===== src/rtl/tlb_pkg.sv =====
package tlb_pkg;
  localparam int unsigned TAG_W = 20;

  localparam logic [7:0] OFF_LOCK  = 8'h50;
  localparam logic [7:0] OFF_LOAD  = 8'h54;
  localparam logic [7:0] OFF_CAM   = 8'h58;
  localparam logic [7:0] OFF_RAM   = 8'h5C;
  localparam logic [7:0] OFF_FLUSH = 8'h60;

  typedef enum logic [1:0] {
    PG_1M   = 2'd0,
    PG_64K  = 2'd1,
    PG_4K   = 2'd2,
    PG_16M  = 2'd3
  } pg_size_e;

  typedef struct packed {
    logic [TAG_W-1:0] tag;
    pg_size_e         size;
    logic             valid;
    logic             keep;
  } cam_t;

  typedef struct packed {
    logic [TAG_W-1:0] frame;
    logic             endian;
    logic [1:0]       elsize;
    logic             mixed;
  } ram_t;

  // 1 marks a tag bit that takes part in the compare
  function automatic logic [TAG_W-1:0] tag_mask(input pg_size_e sz);
    case (sz)
      PG_4K:   tag_mask = 20'hFFFFF;
      PG_64K:  tag_mask = 20'hFFFF0;
      PG_1M:   tag_mask = 20'hFFF00;
      default: tag_mask = 20'hFF000;
    endcase
  endfunction
endpackage


===== src/rtl/tlb_regs.sv =====
module tlb_regs
  import tlb_pkg::*;
#(
  parameter int unsigned ENTRIES = 32,
  localparam int unsigned IDX_W = $clog2(ENTRIES)
) (
  input  logic             clk_i,
  input  logic             rst_ni,
  input  logic             wr_en_i,
  input  logic [7:0]       wr_addr_i,
  input  logic [31:0]      wr_data_i,
  output cam_t             cam_stage_o,
  output ram_t             ram_stage_o,
  output logic [IDX_W-1:0] victim_o,
  output logic             load_o,
  output logic             flush_o
);
  logic [IDX_W-1:0] victim_q, base_q;
  cam_t cam_q;
  ram_t ram_q;
  logic unused_wdata;

  assign unused_wdata = ^wr_data_i;
  assign load_o  = wr_en_i && (wr_addr_i == OFF_LOAD)  && wr_data_i[0];
  assign flush_o = wr_en_i && (wr_addr_i == OFF_FLUSH) && wr_data_i[0];

  always_ff @(posedge clk_i or negedge rst_ni) begin
    if (!rst_ni) begin
      cam_q <= '0;
      ram_q <= '0;
    end else if (wr_en_i) begin
      if (wr_addr_i == OFF_CAM)
        cam_q <= '{tag: wr_data_i[31:12], size: pg_size_e'(wr_data_i[1:0]),
                   valid: wr_data_i[2], keep: wr_data_i[3]};
      if (wr_addr_i == OFF_RAM)
        ram_q <= '{frame: wr_data_i[31:12], endian: wr_data_i[9],
                   elsize: wr_data_i[8:7], mixed: wr_data_i[6]};
    end
  end

  always_ff @(posedge clk_i or negedge rst_ni) begin
    if (!rst_ni) begin
      victim_q <= '0;
      base_q   <= '0;
    end else if (wr_en_i && wr_addr_i == OFF_LOCK) begin
      victim_q <= wr_data_i[IDX_W-1:0];
      base_q   <= wr_data_i[16 +: IDX_W];
    end else if (load_o) begin
      victim_q <= (victim_q == IDX_W'(ENTRIES-1)) ? base_q : victim_q + 1'b1;
    end
  end

  assign cam_stage_o = cam_q;
  assign ram_stage_o = ram_q;
  assign victim_o    = victim_q;

  assert_wrap_to_base_R8: assert property (@(posedge clk_i) disable iff (!rst_ni)
    $past(load_o) && $past(victim_q) == IDX_W'(ENTRIES-1) |-> victim_q == $past(base_q));
  assert_step_R8: assert property (@(posedge clk_i) disable iff (!rst_ni)
    $past(load_o) && $past(victim_q) != IDX_W'(ENTRIES-1) |-> victim_q == $past(victim_q) + 1'b1);
endmodule


===== src/rtl/tlb_array.sv =====
module tlb_array
  import tlb_pkg::*;
#(
  parameter int unsigned ENTRIES = 32,
  localparam int unsigned IDX_W = $clog2(ENTRIES)
) (
  input  logic                      clk_i,
  input  logic                      rst_ni,
  input  logic                      load_i,
  input  logic                      flush_i,
  input  logic [IDX_W-1:0]          victim_i,
  input  cam_t                      cam_stage_i,
  input  ram_t                      ram_stage_i,
  input  logic [TAG_W-1:0]          va_tag_i,
  output logic [ENTRIES-1:0]        match_o,
  output ram_t [ENTRIES-1:0]        ram_o,
  output pg_size_e [ENTRIES-1:0]    size_o
);
  logic [ENTRIES-1:0] valid_vec, keep_vec;

  for (genvar i = 0; i < ENTRIES; i++) begin : g_ent
    cam_t cam_q;
    ram_t ram_q;
    always_ff @(posedge clk_i or negedge rst_ni) begin
      if (!rst_ni) begin
        cam_q <= '0;
        ram_q <= '0;
      end else if (load_i && victim_i == IDX_W'(i)) begin
        cam_q <= cam_stage_i;
        ram_q <= ram_stage_i;
      end else if (flush_i && !cam_q.keep) begin
        cam_q.valid <= 1'b0;
      end
    end
    assign valid_vec[i] = cam_q.valid;
    assign keep_vec[i]  = cam_q.keep;
    assign match_o[i]   = cam_q.valid &&
                          (((va_tag_i ^ cam_q.tag) & tag_mask(cam_q.size)) == '0);
    assign ram_o[i]     = ram_q;
    assign size_o[i]    = cam_q.size;
  end

  assert_flush_keeps_R7: assert property (@(posedge clk_i) disable iff (!rst_ni)
    $past(flush_i) |-> (($past(valid_vec & keep_vec)) & ~valid_vec) == '0);
  assert_flush_clears_R7: assert property (@(posedge clk_i) disable iff (!rst_ni)
    $past(flush_i) |-> (valid_vec & ~keep_vec) == '0);
  assert_load_valid_R2: assert property (@(posedge clk_i) disable iff (!rst_ni)
    $past(load_i) |-> valid_vec[$past(victim_i)] == $past(cam_stage_i.valid));
  assert_invalid_no_match_R6: assert property (@(posedge clk_i) disable iff (!rst_ni)
    (match_o & ~valid_vec) == '0);
endmodule


===== src/rtl/tlb_prio.sv =====
module tlb_prio #(
  parameter int unsigned ENTRIES = 32,
  localparam int unsigned IDX_W = $clog2(ENTRIES)
) (
  input  logic               clk_i,
  input  logic               rst_ni,
  input  logic [ENTRIES-1:0] req_i,
  output logic [ENTRIES-1:0] grant_o,
  output logic [IDX_W-1:0]   idx_o,
  output logic               any_o
);
  assign grant_o = req_i & (~req_i + 1'b1);
  assign any_o   = |req_i;

  always_comb begin
    idx_o = '0;
    for (int i = ENTRIES - 1; i >= 0; i--)
      if (req_i[i]) idx_o = IDX_W'(i);
  end

  assert_one_grant_R9: assert property (@(posedge clk_i) disable iff (!rst_ni)
    $onehot0(grant_o));
  assert_grant_lowest_R9: assert property (@(posedge clk_i) disable iff (!rst_ni)
    any_o |-> grant_o[idx_o] && ((req_i & ((ENTRIES'(1) << idx_o) - 1'b1)) == '0));
endmodule


===== src/rtl/sl_tlb.sv =====
module sl_tlb
  import tlb_pkg::*;
#(
  parameter int unsigned ENTRIES = 32,
  localparam int unsigned IDX_W = $clog2(ENTRIES)
) (
  input  logic             clk_i,
  input  logic             rst_ni,
  input  logic             wr_en_i,
  input  logic [7:0]       wr_addr_i,
  input  logic [31:0]      wr_data_i,
  input  logic             lk_valid_i,
  input  logic [31:0]      lk_va_i,
  output logic             hit_o,
  output logic             miss_o,
  output logic [31:0]      pa_o,
  output logic             endian_o,
  output logic [1:0]       elem_size_o,
  output logic             mixed_o,
  output logic [IDX_W-1:0] victim_o
);
  cam_t cam_stage;
  ram_t ram_stage;
  logic load, flush;
  logic [ENTRIES-1:0] match, grant;
  ram_t [ENTRIES-1:0] ram_all;
  pg_size_e [ENTRIES-1:0] size_all;
  logic [IDX_W-1:0] win_idx;
  logic any_hit;
  ram_t win_ram;
  logic [TAG_W-1:0] win_mask, pa_hi;
  logic unused_grant;

  tlb_regs #(.ENTRIES(ENTRIES)) u_regs (
    .clk_i, .rst_ni, .wr_en_i, .wr_addr_i, .wr_data_i,
    .cam_stage_o(cam_stage), .ram_stage_o(ram_stage),
    .victim_o, .load_o(load), .flush_o(flush)
  );

  tlb_array #(.ENTRIES(ENTRIES)) u_array (
    .clk_i, .rst_ni, .load_i(load), .flush_i(flush), .victim_i(victim_o),
    .cam_stage_i(cam_stage), .ram_stage_i(ram_stage),
    .va_tag_i(lk_va_i[31:12]), .match_o(match), .ram_o(ram_all), .size_o(size_all)
  );

  tlb_prio #(.ENTRIES(ENTRIES)) u_prio (
    .clk_i, .rst_ni, .req_i(match), .grant_o(grant), .idx_o(win_idx), .any_o(any_hit)
  );

  assign unused_grant = ^grant;
  assign win_ram  = ram_all[win_idx];
  assign win_mask = tag_mask(size_all[win_idx]);
  assign pa_hi    = (win_ram.frame & win_mask) | (lk_va_i[31:12] & ~win_mask);

  always_ff @(posedge clk_i or negedge rst_ni) begin
    if (!rst_ni) begin
      hit_o       <= 1'b0;
      miss_o      <= 1'b0;
      pa_o        <= '0;
      endian_o    <= 1'b0;
      elem_size_o <= '0;
      mixed_o     <= 1'b0;
    end else begin
      hit_o  <= lk_valid_i && any_hit;
      miss_o <= lk_valid_i && !any_hit;
      if (lk_valid_i && any_hit) begin
        pa_o        <= {pa_hi, lk_va_i[11:0]};
        endian_o    <= win_ram.endian;
        elem_size_o <= win_ram.elsize;
        mixed_o     <= win_ram.mixed;
      end
    end
  end

  assert_hit_miss_excl_R10: assert property (@(posedge clk_i) disable iff (!rst_ni)
    !(hit_o && miss_o));
  assert_resp_needs_req_R10: assert property (@(posedge clk_i) disable iff (!rst_ni)
    (hit_o || miss_o) |-> $past(lk_valid_i));
  assert_req_gets_resp_R10: assert property (@(posedge clk_i) disable iff (!rst_ni)
    lk_valid_i |=> (hit_o || miss_o));
endmodule


===== config.mk =====
export PLATFORM = sky130hd
export DESIGN_NAME = sl_tlb
export DESIGN_NICKNAME = d
export VERILOG_FILES = /design/src/rtl/tlb_pkg.sv /design/src/rtl/tlb_regs.sv /design/src/rtl/tlb_array.sv /design/src/rtl/tlb_prio.sv /design/src/rtl/sl_tlb.sv
export SDC_FILE = /design/constraint.sdc
export NUM_CORES = 2
export LEC_CHECK = 0
export BUFFER_PORTS_ARGS = -buffer_cell sky130_fd_sc_hd__buf_2
export CAP_MARGIN = 20
export CORE_MARGIN = 3
export CORE_UTILIZATION = 30
export CTS_CLUSTER_DIAMETER = 50
export DETAILED_ROUTE_END_ITERATION = 10
export SYNTH_ARGS = -nofsm -noshare
export SYNTH_HDL_FRONTEND = slang
export SYNTH_HIERARCHICAL = 1
export SYNTH_SLANG_ARGS = --single-unit

===== constraint.sdc =====
create_clock -name clk_i -period 5.9 [get_ports clk_i]
set_input_delay 1.18 -clock clk_i [delete_from_list [all_inputs] [get_ports clk_i]]
set_output_delay 1.18 -clock clk_i [all_outputs]
set_load 0.01 [all_outputs]

# Word level (Yosys, flattened, before mapping)
# Index checks and enable logic that the tools add are counted.
# classes
n_addsub	1
shift	0
div_mod_pow	0
n_eq_ne	102
bitwise	68
multipliers	0
reduce_logical	238
magnitude_cmp	1
n_mux	136
# op_table
cell	count
one-hot mux 12 bit (3 select lines)	33
AND 20 bit	34
logical NOT 20 bit	32
bitwise XOR 20 bit	32
two-way mux 5 bit	35
binary-select mux 24 bit (select 5 bit)	1
logical AND 1 bit	103
equality test 5 bit (second input constant)	16
equality test 2 x 1 -> 1 bit (second input constant)	33
equality test 2 bit (second input constant)	33
logical NOT 2 bit	33
nonzero test 2 bit	33
two-way mux 1 bit	64
equality test 5 x 4 -> 1 bit (second input constant)	8
equality test 8 x 7 -> 1 bit (second input constant)	5
logical NOT 1 bit	33
OR reduction 32 bit	1
two-way mux 24 bit	1
equality test 5 x 3 -> 1 bit (second input constant)	4
NOT 20 bit	1
bitwise OR 20 bit	1
binary-select mux 2 bit (select 5 bit)	1
equality test 5 x 2 -> 1 bit (second input constant)	2
< comparator 5 x 6 -> 1 bit (second input constant)	1
other kinds (5)	6
# totals
mem_bits_ro	0
ff_bits	1632
n_memories	0
latch_bits	0
elab_cells	818
ram_bits	0
out_inout_bits	43

# Longest topological paths before layout
# logic_depth
ltp_word	44
depth_mapped	23

# Hierarchy
# Netlist, hierarchy kept.
# modules_own_cells
module	cells_per_inst	instances	area_per_inst_um2	seq_area_each_um2
tlb_array	4605	1	66456.2	38436.9
sl_tlb	680	1	8062.7	950.9
tlb_regs	163	1	2429.8	1451.4
tlb_prio	114	1	737.0	0.0

# Least setup slack after synthesis
# OpenSTA, ideal clock, no wires.
# synth_path
path_type	input to register
start	input lk_va_i[14]
end	register pa_o[18]
path_stages	18
setup_slack_ns	-0.888
t_required_ns	5.774
setup_time_ns	0.126
arrival_ns	6.662
path_buffers	5
cell_sequence	clkbuf_1 > buf_1 > xnor2_1 > nand4_1 > a2111oi_0 > nor2b_1 > or3_1 > nor4_1 > a211oi_1 > buf_4 > buf_6 > mux4_2 > mux4_2 > mux2_2 > ha_1 > clkbuf_1 > a221o_1 > o32a_1
# synth_via
word_cells_on_any_way	174
# synth_rtl
item	line	rtl
start: declaration	sl_tlb.sv:13	input logic [31:0] lk_va_i,
bitwise XOR 20 bit *	tlb_array.sv:38	(((va_tag_i ^ cam_q.tag) & tag_mask(cam_q.size)) == '0);
AND 20 bit *	tlb_array.sv:38	
logical NOT 20 bit *	tlb_array.sv:38	
logical AND 1 bit *	tlb_array.sv:37	assign match_o[i] = cam_q.valid &&
net match[0]	sl_tlb.sv:25	logic [ENTRIES-1:0] match, grant;
two-way mux 5 bit *	tlb_prio.sv:18	if (req_i[i]) idx_o = IDX_W'(i);
net win_idx[0]	sl_tlb.sv:28	logic [IDX_W-1:0] win_idx;
binary-select mux 2 bit (select 5 bit)	sl_tlb.sv:52	assign win_mask = tag_mask(size_all[win_idx]);
two-way mux 2 bit (not written as such)	sl_tlb.sv:52	
equality test 2 x 1 -> 1 bit, or another cell as far along	tlb_pkg.sv:33	case (sz)
one-hot mux 12 bit (3 select lines)	tlb_pkg.sv:33	
NOT 20 bit	sl_tlb.sv:53	assign pa_hi = (win_ram.frame & win_mask) | (lk_va_i[31:12] & ~win_mask);
AND 20 bit	sl_tlb.sv:53	
bitwise OR 20 bit *	sl_tlb.sv:53	
end signal: assignment	sl_tlb.sv:67	pa_o <= {pa_hi, lk_va_i[11:0]};
end: declaration	sl_tlb.sv:16	output logic [31:0] pa_o,
# Mark *: on every way through the listed nets, which the timed path passes. The rest lies on a longest branch. The select of a mux whose other input is x is not followed.
# A chain may end at the register's enable or synchronous reset.

# Final worst setup path
# layout_path
start	input lk_va_i[24]
end	register pa_o[18]
# layout_via
word_cells_on_any_way	174
# layout_rtl
item	line
bitwise XOR 20 bit *	tlb_array.sv:38
AND 20 bit *	tlb_array.sv:38
logical NOT 20 bit *	tlb_array.sv:38
logical AND 1 bit *	tlb_array.sv:37
net match[16]	sl_tlb.sv:25
two-way mux 5 bit * (17 in a row)	tlb_prio.sv:18
net win_idx[0]	sl_tlb.sv:28
binary-select mux 2 bit (select 5 bit)	sl_tlb.sv:52
two-way mux 2 bit (not written as such)	sl_tlb.sv:52
equality test 2 x 1 -> 1 bit, or another cell as far along	tlb_pkg.sv:33
one-hot mux 12 bit (3 select lines)	tlb_pkg.sv:33
NOT 20 bit	sl_tlb.sv:53
AND 20 bit	sl_tlb.sv:53
bitwise OR 20 bit *	sl_tlb.sv:53
# Marks and branches as above.

==> results by stage <==
Run status:
- The run finished with clean final reports.

Layout:
- After the flow finishes, the layout carries non-filler instances totaling 9200.
- Of the cells placed in the final design, the portion with a size suffix greater than 1 is 0.455.
- The final-layout fill cell count is 24.5k.
- Relative to the synthesized area, the layout overhead comes to 16.1%.
- Measured on the finished design, the core utilization comes to 0.352.
- Registers take 40900 um^2.
- The design area is 89900 um^2.
- The area of combinational cells with multiple inputs is 34200 um^2.
- The final layout contains 5847 nets.

Synth:
- For this run, the number of Yosys warnings is 6.
- Synthesis produced a netlist with a net count of 5665.
- Synthesis handed over a netlist of 5521 instances.
- The mean instance size in the synthesized netlist is 14.0 um^2.
- The area of the mapped netlist is 77400 um^2.

Clock network:
- The clock latency on the worst-skew pair is 0.80 ns.
- The clock-pin slew on the worst setup and hold paths is 0.06 ns.
- Counting every sink on the clock net gives 1632.
- Counting along the longest clock path gives a buffer depth of 3.
- The H-tree depth is 4.
- The buffer cell driving the clock tree root is sky130_fd_sc_hd__clkbuf_16.
- Buffers inserted to repair hold after CTS numbered 0.
- In this run, CTS created clock tree buffers numbering 168.
- TritonCTS built the clock tree.

Worst setup path:
- The register-to-register setup slack is 0.33 ns.
- Data arrives at the worst endpoint at 6.50 ns.
- STA classifies the critical path endpoint as a flop.
- By startpoint and endpoint, the worst setup path is classified as in -> reg.
- At the worst endpoint, the required time is 6.57 ns.
- The maximum fanout count along the critical path is 10.
- The category of the worst setup path launch point is a primary input.

Global routing:
- The all-layer global routing usage is 0.166.
- After global routing the overflow that remains totals 0.
- The largest net degree at the start of global routing is 162.
- The initial antenna violation count was 12.
- The number of global-route vias before repair is 49.2k.
- The first global-routing pass estimated 331 mm of wire.

Pwr:
- The total power is 23.0 mW.
- The largest voltage drop on the vdd net is 218 uV.
- In this run the power density over the cells is 256 nW/um^2.
- The analysis attributes to cell leakage a power of 42.2 nW.

Floorplanning:
- The die width is 514 um.
- 119 I/O pins were placed.
- The area of the core is 255000 um^2.
- The full die area is 264000 um^2.
- The starting utilization of the core area is 0.303.
- The floorplan step set the die height to 514 um.
- The floorplan has 185 rows.

Timing:
- Hold timing on the final database bottoms out at a slack of 0.314 ns.
- The clock period could shrink to 5.83 ns.
- The worst slew slack as a fraction of its limit is 0.287.
- The final cycle utilization of the critical path is 0.988.
- The count of final hold-check violations is 0.
- The sum of negative setup slack is 0 ns.
- The largest clock skew in the final design is 0.0300 ns.
- The final critical-path setup slack is 0.0723 ns.
- The number of max-slew violations in the final report is 0.
- Setup violations remaining at the end of the flow were counted as 0.
- At the pin with the least slew margin, the transition time is 1.07 ns.
- Timing would allow up to 172 MHz.

Drt:
- The first detailed-routing pass ran for 5 iterations.
- After detailed routing, the average wire length per cell comes to 24.1 um.
- Summed over all layers, the routed wires come to 222 mm.
- In this run, the number of DRC markers left after iteration 0 of detailed routing was 2918.
- The remaining design rule violation count is 0.
- The count of vias placed by the detailed router is 46.3k.
- Using the TritonRoute via totals, the vias-per-cell ratio works out to 5.03.
- The remaining antenna violation count is 0.

Worst hold path:
- The worst hold path belongs to the class in -> async.

Place:
- The placer's final routability congestion estimate is 0.826.
- In this run the cell area measured after placement is 84100 um^2.
- Once placement completed, the tool counted placed cells totaling 8892.
- In this run the tool buffered the top-level ports with 115 buffer cells.
- The post-place setup slack is -1.19 ns.
- After legalization and detailed placement, the total HPWL measured 141 mm.

Flow run:
- The number of maximum-capacitance violations is 0.
[worst paths after layout]
| path | from | end | cells after the start |
|---|---|---|---|
| min | rst_ni | pa_o[5] | 1 |
| max in group asynchronous | rst_ni | u_regs/cam_stage_o[22] | 3 |
| max reg2reg | u_array/g_ent[0].cam_q[21] | pa_o[18] | 19 |
| min in group clk_i | pa_o[6] | pa_o[6] | 2 |
| min reg2reg | pa_o[6] | pa_o[6] | 2 |
| max | lk_va_i[24] | pa_o[18] | 21 |
[state kept, by name, indices dropped and copies added (netlist names), 2 cells and up]
signal and cells:
elem_size_o 2, pa_o 32, u_array/g_ent.cam_q 704, u_array/ram_o 768, u_array/size_o 64, u_regs/base_q 5, u_regs/cam_stage_o 24, u_regs/ram_stage_o 24
u_regs/victim_o 5
[worst max-delay path: stages]
cell,delay [ns]
sky130_fd_sc_hd__buf_2,0.13
sky130_fd_sc_hd__buf_12,0.16
sky130_fd_sc_hd__buf_4,0.19
sky130_fd_sc_hd__xor2_1,0.17
sky130_fd_sc_hd__nor4_1,0.42
sky130_fd_sc_hd__nand4_1,0.19
sky130_fd_sc_hd__buf_4,0.19
sky130_fd_sc_hd__a2111oi_1,0.39
sky130_fd_sc_hd__buf_4,0.19
sky130_fd_sc_hd__a21oi_1,0.05
sky130_fd_sc_hd__nor4_1,0.42
sky130_fd_sc_hd__a211oi_4,0.16
sky130_fd_sc_hd__buf_6,0.18
sky130_fd_sc_hd__buf_12,0.13
sky130_fd_sc_hd__mux4_2,0.42
sky130_fd_sc_hd__mux4_2,0.49
sky130_fd_sc_hd__mux2_4,0.35
sky130_fd_sc_hd__ha_4,0.34
sky130_fd_sc_hd__a211oi_1,0.07
sky130_fd_sc_hd__a221o_1,0.31
sky130_fd_sc_hd__o32a_1,0.35
[power by group]
| part | internal (mW) | switching [mW] | total (mW) |
|---|---|---|---|
| logic | 0.323 | 0.641 | 0.964 |
| clock network | 6.21 | 4.48 | 10.7 |
| registers | 11.2 | 0.123 | 11.3 |
[layer usage]
metal	up-vias	track usage	wire length, um
met5	-	0	41
met4	6	0.0707	9850
met3	375	0.0223	7910
met2	905	0.279	108000
met1	24954	0.213	95700
li1	20064	-	-
[layout by cell type (no fill, tap or decap), types with 33 or more instances in the layout]
master                      instances
sky130_fd_sc_hd__nand2_1          129
sky130_fd_sc_hd__mux2_2          1568
sky130_fd_sc_hd__a22oi_1           37
sky130_fd_sc_hd__nor3_1            42
sky130_fd_sc_hd__clkbuf_1          46
sky130_fd_sc_hd__buf_2            112
sky130_fd_sc_hd__buf_12            73
sky130_fd_sc_hd__o21ai_0           75
sky130_fd_sc_hd__nand4_1           68
sky130_fd_sc_hd__nor2_1            33
sky130_fd_sc_hd__a41oi_1           65
sky130_fd_sc_hd__xor2_1           229
sky130_fd_sc_hd__mux4_2           184
sky130_fd_sc_hd__dfrtp_1         1623
sky130_fd_sc_hd__buf_4            359
sky130_fd_sc_hd__mux2i_1           62
sky130_fd_sc_hd__clkbuf_16        171
sky130_fd_sc_hd__inv_1             42
sky130_fd_sc_hd__clkbuf_8          33
sky130_fd_sc_hd__nor4_1            36
sky130_fd_sc_hd__ha_1              66
sky130_fd_sc_hd__xnor2_1          413
[area by class of cell]
cell class	instances	share of cell area
clock buffer	249	0.0543
antenna	8	0.000223
sequential	1632	0.455
inverter	44	0.00184
multi-input combinational	3300	0.380
timing repair buffer	557	0.0552
clock inverter	44	0.00684
tap	3366	0.0469
[what timing repair did]
action,4_1_cts,5_1_grt
pin swaps,1,7
gates cloned,0,1
setup buffers,0,3
resized for setup,13,20
setup endpoints to repair,18,21
Note: power is estimated with default switching activity, not from simulation.
